<file path="config.mk">
export PLATFORM = sky130hd
export DESIGN_NAME = ctr_pwm_timer
export DESIGN_NICKNAME = d
export VERILOG_FILES = /design/src/rtl/ctr_pwm_pkg.sv /design/src/rtl/ctr_pwm_regs.sv /design/src/rtl/ctr_pwm_counter.sv /design/src/rtl/ctr_pwm_channel.sv /design/src/rtl/ctr_pwm_timer.sv
export SDC_FILE = /design/constraint.sdc
export NUM_CORES = 1
export LEC_CHECK = 0
export BUFFER_PORTS_ARGS = -buffer_cell sky130_fd_sc_hd__buf_2
export CAP_MARGIN = 0
export CORE_UTILIZATION = 68
export CTS_CLUSTER_SIZE = 12
export DETAILED_ROUTE_END_ITERATION = 6
export PLACE_DENSITY = 0.91
export SYNTH_ARGS = -nofsm -noshare
export SYNTH_HDL_FRONTEND = slang
export SYNTH_SLANG_ARGS = --single-unit
</file>
<file path="constraint.sdc">
create_clock -name clk -period 11.1 [get_ports clk]
set_input_delay 1.665 -clock clk [delete_from_list [all_inputs] [get_ports clk]]
set_output_delay 1.665 -clock clk [all_outputs]
set_load 0.01 [all_outputs]
</file>
<file path="src/rtl/ctr_pwm_pkg.sv">
package ctr_pwm_pkg;
  typedef enum logic [2:0] {
    CM_UP   = 3'd0,
    CM_DOWN = 3'd1,
    CM_CTR1 = 3'd2,
    CM_CTR2 = 3'd3,
    CM_CTR3 = 3'd4
  } cnt_mode_e;

  // bit 3 output enable, bit 2 preload, bit 1 active low, bit 0 second rule
  typedef struct packed {
    logic oen;
    logic preload;
    logic pol_low;
    logic pwm2;
  } ch_cfg_t;

  localparam int CFG_W         = 4;
  localparam int ADDR_CTRL     = 0;
  localparam int ADDR_PERIOD   = 1;
  localparam int ADDR_PSC      = 2;
  localparam int ADDR_CLR      = 3;
  localparam int ADDR_CMP_BASE = 4;
endpackage

</file>
<file path="src/rtl/ctr_pwm_regs.sv">
module ctr_pwm_regs
  import ctr_pwm_pkg::*;
#(
  parameter int CNT_W  = 16,
  parameter int N_CH   = 4,
  parameter int ADDR_W = 4
) (
  input  logic              clk,
  input  logic              rst_n,
  input  logic              wr_en,
  input  logic [ADDR_W-1:0] wr_addr,
  input  logic [CNT_W-1:0]  wr_data,
  output cnt_mode_e         mode_o,
  output logic              en_o,
  output logic [CNT_W-1:0]  period_o,
  output logic [CNT_W-1:0]  psc_o,
  output logic [N_CH-1:0]   cmp_wr_o,
  output logic [N_CH-1:0]   cfg_wr_o,
  output logic [N_CH-1:0]   clr_o
);
  localparam int CFG_BASE = ADDR_CMP_BASE + N_CH;

  cnt_mode_e        mode_q, mode_d;
  logic             en_q, en_d;
  logic [CNT_W-1:0] period_q, period_d;
  logic [CNT_W-1:0] psc_q, psc_d;

  logic wr_ctrl, wr_period, wr_psc, wr_clr;

  assign wr_ctrl   = wr_en && (wr_addr == ADDR_W'(ADDR_CTRL));
  assign wr_period = wr_en && (wr_addr == ADDR_W'(ADDR_PERIOD));
  assign wr_psc    = wr_en && (wr_addr == ADDR_W'(ADDR_PSC));
  assign wr_clr    = wr_en && (wr_addr == ADDR_W'(ADDR_CLR));

  always_comb begin
    mode_d   = mode_q;
    en_d     = en_q;
    period_d = period_q;
    psc_d    = psc_q;
    if (wr_ctrl) begin
      en_d = wr_data[3];
      if (wr_data[2:0] > 3'd4) mode_d = CM_UP;
      else                     mode_d = cnt_mode_e'(wr_data[2:0]);
    end
    if (wr_period) period_d = wr_data;
    if (wr_psc)    psc_d    = wr_data;
  end

  always_ff @(posedge clk or negedge rst_n) begin
    if (!rst_n) begin
      mode_q   <= CM_UP;
      en_q     <= 1'b0;
      period_q <= '1;
      psc_q    <= '0;
    end else begin
      mode_q   <= mode_d;
      en_q     <= en_d;
      period_q <= period_d;
      psc_q    <= psc_d;
    end
  end

  for (genvar i = 0; i < N_CH; i++) begin : g_strobe
    assign cmp_wr_o[i] = wr_en && (wr_addr == ADDR_W'(ADDR_CMP_BASE + i));
    assign cfg_wr_o[i] = wr_en && (wr_addr == ADDR_W'(CFG_BASE + i));
    assign clr_o[i]    = wr_clr && wr_data[i];
  end

  assign mode_o   = mode_q;
  assign en_o     = en_q;
  assign period_o = period_q;
  assign psc_o    = psc_q;
endmodule

</file>
<file path="src/rtl/ctr_pwm_counter.sv">
module ctr_pwm_counter
  import ctr_pwm_pkg::*;
#(
  parameter int CNT_W = 16
) (
  input  logic             clk,
  input  logic             rst_n,
  input  cnt_mode_e        mode_i,
  input  logic             en_i,
  input  logic [CNT_W-1:0] period_i,
  input  logic [CNT_W-1:0] psc_i,
  output logic [CNT_W-1:0] cnt_o,
  output logic             dir_down_o,
  output logic             tick_o,
  output logic             upd_o
);
  localparam logic [CNT_W-1:0] ONE = {{(CNT_W-1){1'b0}}, 1'b1};

  logic [CNT_W-1:0] psc_q, psc_d;
  logic [CNT_W-1:0] cnt_q, cnt_d;
  logic             dir_q, dir_d;
  logic             tick, upd, center;

  assign center = (mode_i == CM_CTR1) || (mode_i == CM_CTR2) || (mode_i == CM_CTR3);

  always_comb begin
    psc_d = psc_q;
    cnt_d = cnt_q;
    dir_d = dir_q;
    tick  = 1'b0;
    upd   = 1'b0;
    if (en_i) begin
      if (psc_q >= psc_i) begin
        tick  = 1'b1;
        psc_d = '0;
      end else begin
        psc_d = psc_q + ONE;
      end
    end
    if (tick) begin
      if (mode_i == CM_DOWN) begin
        dir_d = 1'b1;
        if (cnt_q == '0) begin
          cnt_d = period_i;
          upd   = 1'b1;
        end else begin
          cnt_d = cnt_q - ONE;
        end
      end else if (center) begin
        if (!dir_q) begin
          if (cnt_q >= period_i) begin
            upd   = 1'b1;
            dir_d = 1'b1;
            cnt_d = (period_i == '0) ? '0 : period_i - ONE;
          end else begin
            cnt_d = cnt_q + ONE;
          end
        end else begin
          if (cnt_q == '0) begin
            upd   = 1'b1;
            dir_d = 1'b0;
            cnt_d = (period_i == '0) ? '0 : ONE;
          end else begin
            cnt_d = cnt_q - ONE;
          end
        end
      end else begin
        dir_d = 1'b0;
        if (cnt_q >= period_i) begin
          cnt_d = '0;
          upd   = 1'b1;
        end else begin
          cnt_d = cnt_q + ONE;
        end
      end
    end
  end

  always_ff @(posedge clk or negedge rst_n) begin
    if (!rst_n) begin
      psc_q <= '0;
      cnt_q <= '0;
      dir_q <= 1'b0;
    end else begin
      psc_q <= psc_d;
      cnt_q <= cnt_d;
      dir_q <= dir_d;
    end
  end

  assign cnt_o      = cnt_q;
  assign dir_down_o = dir_q;
  assign tick_o     = tick;
  assign upd_o      = upd;


  hold_without_tick_chk: assert property (@(posedge clk) disable iff (!rst_n)
    !tick |=> $stable(cnt_q));


  up_wrap_to_zero_chk: assert property (@(posedge clk) disable iff (!rst_n)
    (upd && mode_i == CM_UP) |=> (cnt_q == '0));


  center_turnaround_chk: assert property (@(posedge clk) disable iff (!rst_n)
    (upd && center) |=> (dir_q != $past(dir_q)));
endmodule

</file>
<file path="src/rtl/ctr_pwm_channel.sv">
module ctr_pwm_channel
  import ctr_pwm_pkg::*;
#(
  parameter int CNT_W = 16
) (
  input  logic             clk,
  input  logic             rst_n,
  input  logic [CNT_W-1:0] cnt_i,
  input  logic             dir_down_i,
  input  logic             tick_i,
  input  logic             upd_i,
  input  cnt_mode_e        mode_i,
  input  logic             cmp_wr_i,
  input  logic             cfg_wr_i,
  input  logic             clr_i,
  input  logic [CNT_W-1:0] wr_data_i,
  output logic             pwm_o,
  output logic             flag_o
);
  ch_cfg_t          cfg_q, cfg_d;
  logic [CNT_W-1:0] shadow_q, shadow_d;
  logic [CNT_W-1:0] act_q, act_d;
  logic             flag_q, flag_d;
  logic             pwm_q, pwm_d;
  logic             active, dir_ok, flag_set;

  always_comb begin
    if (!dir_down_i) active = cfg_q.pwm2 ? (cnt_i >= act_q) : (cnt_i < act_q);
    else             active = cfg_q.pwm2 ? (cnt_i > act_q)  : (cnt_i <= act_q);
  end

  always_comb begin
    case (mode_i)
      CM_CTR1: dir_ok = dir_down_i;
      CM_CTR2: dir_ok = !dir_down_i;
      default: dir_ok = 1'b1;
    endcase
  end

  assign flag_set = tick_i && dir_ok && (cnt_i == act_q);

  always_comb begin
    cfg_d    = cfg_wr_i ? ch_cfg_t'(wr_data_i[CFG_W-1:0]) : cfg_q;
    shadow_d = cmp_wr_i ? wr_data_i : shadow_q;
    act_d    = (!cfg_q.preload || upd_i) ? shadow_d : act_q;
    flag_d   = flag_set || (flag_q && !clr_i);
    pwm_d    = cfg_q.oen ? (active ^ cfg_q.pol_low) : cfg_q.pol_low;
  end

  always_ff @(posedge clk or negedge rst_n) begin
    if (!rst_n) begin
      cfg_q    <= '0;
      shadow_q <= '0;
      act_q    <= '0;
      flag_q   <= 1'b0;
      pwm_q    <= 1'b0;
    end else begin
      cfg_q    <= cfg_d;
      shadow_q <= shadow_d;
      act_q    <= act_d;
      flag_q   <= flag_d;
      pwm_q    <= pwm_d;
    end
  end

  assign pwm_o  = pwm_q;
  assign flag_o = flag_q;


  set_beats_clear_chk: assert property (@(posedge clk) disable iff (!rst_n)
    (flag_set && clr_i) |=> flag_q);


  preload_hold_chk: assert property (@(posedge clk) disable iff (!rst_n)
    (cfg_q.preload && !upd_i) |=> $stable(act_q));


  ctr_a_falling_only_chk: assert property (@(posedge clk) disable iff (!rst_n)
    ($rose(flag_q) && $past(mode_i == CM_CTR1)) |-> $past(dir_down_i));
endmodule

</file>
<file path="src/rtl/ctr_pwm_timer.sv">
module ctr_pwm_timer
  import ctr_pwm_pkg::*;
#(
  parameter int CNT_W  = 16,
  parameter int N_CH   = 4,
  parameter int ADDR_W = 4
) (
  input  logic              clk,
  input  logic              rst_n,
  input  logic              wr_en,
  input  logic [ADDR_W-1:0] wr_addr,
  input  logic [CNT_W-1:0]  wr_data,
  output logic [N_CH-1:0]   pwm_out,
  output logic [N_CH-1:0]   cmp_flag,
  output logic              upd_evt
);
  logic [1:0]       rst_sync_q;
  logic             rst_core_n;
  cnt_mode_e        mode;
  logic             en;
  logic [CNT_W-1:0] period, psc, cnt;
  logic [N_CH-1:0]  cmp_wr, cfg_wr, clr;
  logic             dir_down, tick, upd;

  always_ff @(posedge clk or negedge rst_n) begin
    if (!rst_n) rst_sync_q <= 2'b00;
    else        rst_sync_q <= {rst_sync_q[0], 1'b1};
  end
  assign rst_core_n = rst_sync_q[1];

  ctr_pwm_regs #(.CNT_W(CNT_W), .N_CH(N_CH), .ADDR_W(ADDR_W)) i_regs (
    .clk      (clk),
    .rst_n    (rst_core_n),
    .wr_en    (wr_en),
    .wr_addr  (wr_addr),
    .wr_data  (wr_data),
    .mode_o   (mode),
    .en_o     (en),
    .period_o (period),
    .psc_o    (psc),
    .cmp_wr_o (cmp_wr),
    .cfg_wr_o (cfg_wr),
    .clr_o    (clr)
  );

  ctr_pwm_counter #(.CNT_W(CNT_W)) i_counter (
    .clk        (clk),
    .rst_n      (rst_core_n),
    .mode_i     (mode),
    .en_i       (en),
    .period_i   (period),
    .psc_i      (psc),
    .cnt_o      (cnt),
    .dir_down_o (dir_down),
    .tick_o     (tick),
    .upd_o      (upd)
  );

  for (genvar i = 0; i < N_CH; i++) begin : g_ch
    ctr_pwm_channel #(.CNT_W(CNT_W)) i_ch (
      .clk        (clk),
      .rst_n      (rst_core_n),
      .cnt_i      (cnt),
      .dir_down_i (dir_down),
      .tick_i     (tick),
      .upd_i      (upd),
      .mode_i     (mode),
      .cmp_wr_i   (cmp_wr[i]),
      .cfg_wr_i   (cfg_wr[i]),
      .clr_i      (clr[i]),
      .wr_data_i  (wr_data),
      .pwm_o      (pwm_out[i]),
      .flag_o     (cmp_flag[i])
    );
  end

  assign upd_evt = upd;
endmodule

</file>
==> results.cfg <==
[run_status]
status = completed

[worst_setup_path]
path_max_fanout = 18
cp_num_cells = 7
worstPathArrival_ns = 3.61
critPathKind = reg -> out
crit_path_start = i_counter.cnt_o[6]
endpoint_kind = primary output
critPathSlowestCell = or4_1
cp.buffers_inverters = 1
rr_worst_depth = 7
path_cells = or4_1, nor4_4, and2_0, nor2_2, a211o_4, nor2_1, buf_2
crit_family = simple AND/OR/NAND/NOR gates
slowest_delay_ns = 0.77
crit_path_start_kind = flop
cp.required_ns = 9.44
rr_startpoint = i_counter.cnt_o[6]

[sta]
grt_setup_unrepaired = no
period_share_pct = 47.53
relSlewSlack_pct = 27.87
tns_ns = 0
finalMaxSlewViolations = 0
fin_hold_ws_ns = 0.3583
fmax_mhz = 189.5
skew_ns = 0.01390
fin_crit_ns = 5.276
finalHoldViolCount = 0
setup_viol = 0
worstMarginPinSlew_ns = 1.075

[route]
vias = 9604
drc = 0
first_pass_iters = 5
via_per_inst = 6.614
wl_per_cell_um = 23.60
antenna_left = 0
initialDrtViolationCount = 925
wl_mm = 34.26

[clocking]
post_cts_buffers = 0
ctsHtreeMaxLevel = 1
clkTransAtPathRegs_ns = 0.06
cts_buffer_depth = 3
cts_tree = yes
ctsHoldBuffers = 0
tritoncts.num_buffers = 23
cts_resized = 0
cts-root-buf = clkbuf_16
clk_latency_ns = 0.53
cts_sinks = 223

[logic_synthesis]
synth-edff-count = 0
ys.warnings.count = 0
async_flop_share_pct = 100.0
ys.flop_type = dfrtp_1
yosysTopAreaCell = dfrtp_1
avgSynthCellArea_um2 = 10.92
synthCells = 1185
synth_nets = 1310
yosys-top-cells-area = dfrtp_1, mux2_2, ha_1
ys_seq_area_share_pct = 43.29
synth.top_cell.area_share_pct = 40.04
yosysUniqueCellTypes = 73
syn_area_um2 = 12940
synth.ff_latch_count = 223

[hold_path]
hold_path.class = reg -> reg
whs_path_depth = 0
hp-start = rst_sync_q[0]

[die]
die_h_um = 139.9
core_area_um2 = 18710
die-area_um2 = 19580
die_x_um = 139.9
io_pins = 32
start_util_pct = 69.16
rows = 50

[layout]
utilization_pct = 74.09
drive_gt1_share_pct = 22.93
finalNetCount = 1325
final_common_cell = dfrtp_1
fin_area_um2 = 13860
syn2layout_area_growth_pct = 7.138
final_cell_mix = dfrtp_1, mux2_2, inv_1

[power_and_ir_drop]
power_switching_uw = 1238
seq_power_share_pct = 39.9
p_clk_share_pct = 22.3
design_power_total_uw = 3255
cellPowerDensity_nw_per_um2 = 234.8
p_int_uw = 2017
swShare_pct = 38.03
leakagePower_uw = 0.006409
combPwrFrac_pct = 37.7
peakVddDrop_mv = 0.1910

[grt]
first_global_vias = 9820
grt_max_degree = 79
grt_usage_pct = 36.40
grt_pass1_wl_mm = 54.55
overflow = 0
antenna_found_initial = 1

[placement]
gp_congestion = 0.9870
place.port_buffers = 31
hpwl_mm = 24.15
post_dp_cell_area_um2 = 13170

[job]
drv_cap = 0
worst paths after layout:
kind,slack (ns),end
min in group asynchronous,0.47,g_ch[0].i_ch.shadow_q[10]
worst max-delay path,5.82,upd_evt
worst min-delay path,0.36,rst_sync_q[1]
worst max register to register,7.07,g_ch[3].i_ch.act_q[4]
max in group asynchronous,9.04,i_counter.cnt_o[2]
worst min register to register,0.36,rst_sync_q[1]
cell families (layout without fill, tap and decap cells):
logic type               Yosys count  count (layout)  synth area share, %
adder cells (fa/ha/maj)          102             102                9.866
AO/OA/AOI/OAI                    197             197                10.36
XOR/XNOR                          39              39                2.641
flip-flops                       223             223                43.29
multiplexers                     182             182                16.96
buffers and inverters            157             189                5.397
AND/OR/NAND/NOR                  284             284                11.46
other                              1               2              0.02899
Yosys cell counts (26+ instances only):
master / instances
nand2_1: 61
ha_1: 102
a21oi_1: 53
mux2_4: 40
xnor2_1: 26
clkbuf_1: 27
inv_1: 106
dfrtp_1: 207
mux2_2: 137
nor2_1: 60
o21ai_0: 47
nand3_1: 27
through the flow:
step / setup WS, ns / std cells
after floorplan: 4.453 / 1185
after global placement: 6.465 / 1409
after detailed placement: 6.397 / 1409
after CTS: 5.859 / 1451
after global routing: 5.647 / 1451
final: 5.824 / 1452
power groups by stage:
stage | Clock [uW] | Sequential, uW | Combinational, uW
floorplan | 0 | 1190 | 949
global placement | 0 | 1280 | 1150
detailed placement | 0 | 1300 | 1190
CTS | 734 | 1290 | 1210
global route | 766 | 1330 | 1350
finish | 727 | 1300 | 1230
state kept, by name, indices dropped and copies added, names as in the netlist:
register              flops
g_ch.i_ch.act_q          64
g_ch.i_ch.cfg_q          16
g_ch.i_ch.flag_o          4
g_ch.i_ch.pwm_o           4
g_ch.i_ch.shadow_q       64
i_counter.cnt_o          16
i_counter.dir_down_o      1
i_counter.psc_q          16
i_regs.en_o               1
i_regs.mode_o             3
i_regs.period_o          16
i_regs.psc_o             16
rst_sync_q                2
per-layer routing:
metal  vias to the layer above  global-route usage, %  part of all wire, %
met5                         -                      0                    0
met1                      4746                  47.92                   41
met2                       444                  59.03                   47
li1                       4287                      -                    -
met4                         0                  17.06                  4.8
met3                       127                  6.393                  7.1
area by class of cell:
type / instances / area (um^2)
multi-input combinational: 805 / 6646
fill: 1215 / 4846
antenna: 1 / 2.502
inverter: 106 / 397.9
tap: 234 / 292.8
clock inverter: 3 / 30.03
timing repair buffer: 41 / 230.2
sequential: 223 / 5604
clock buffer: 39 / 655.6
Note: power is estimated with default switching activity, not from simulation.
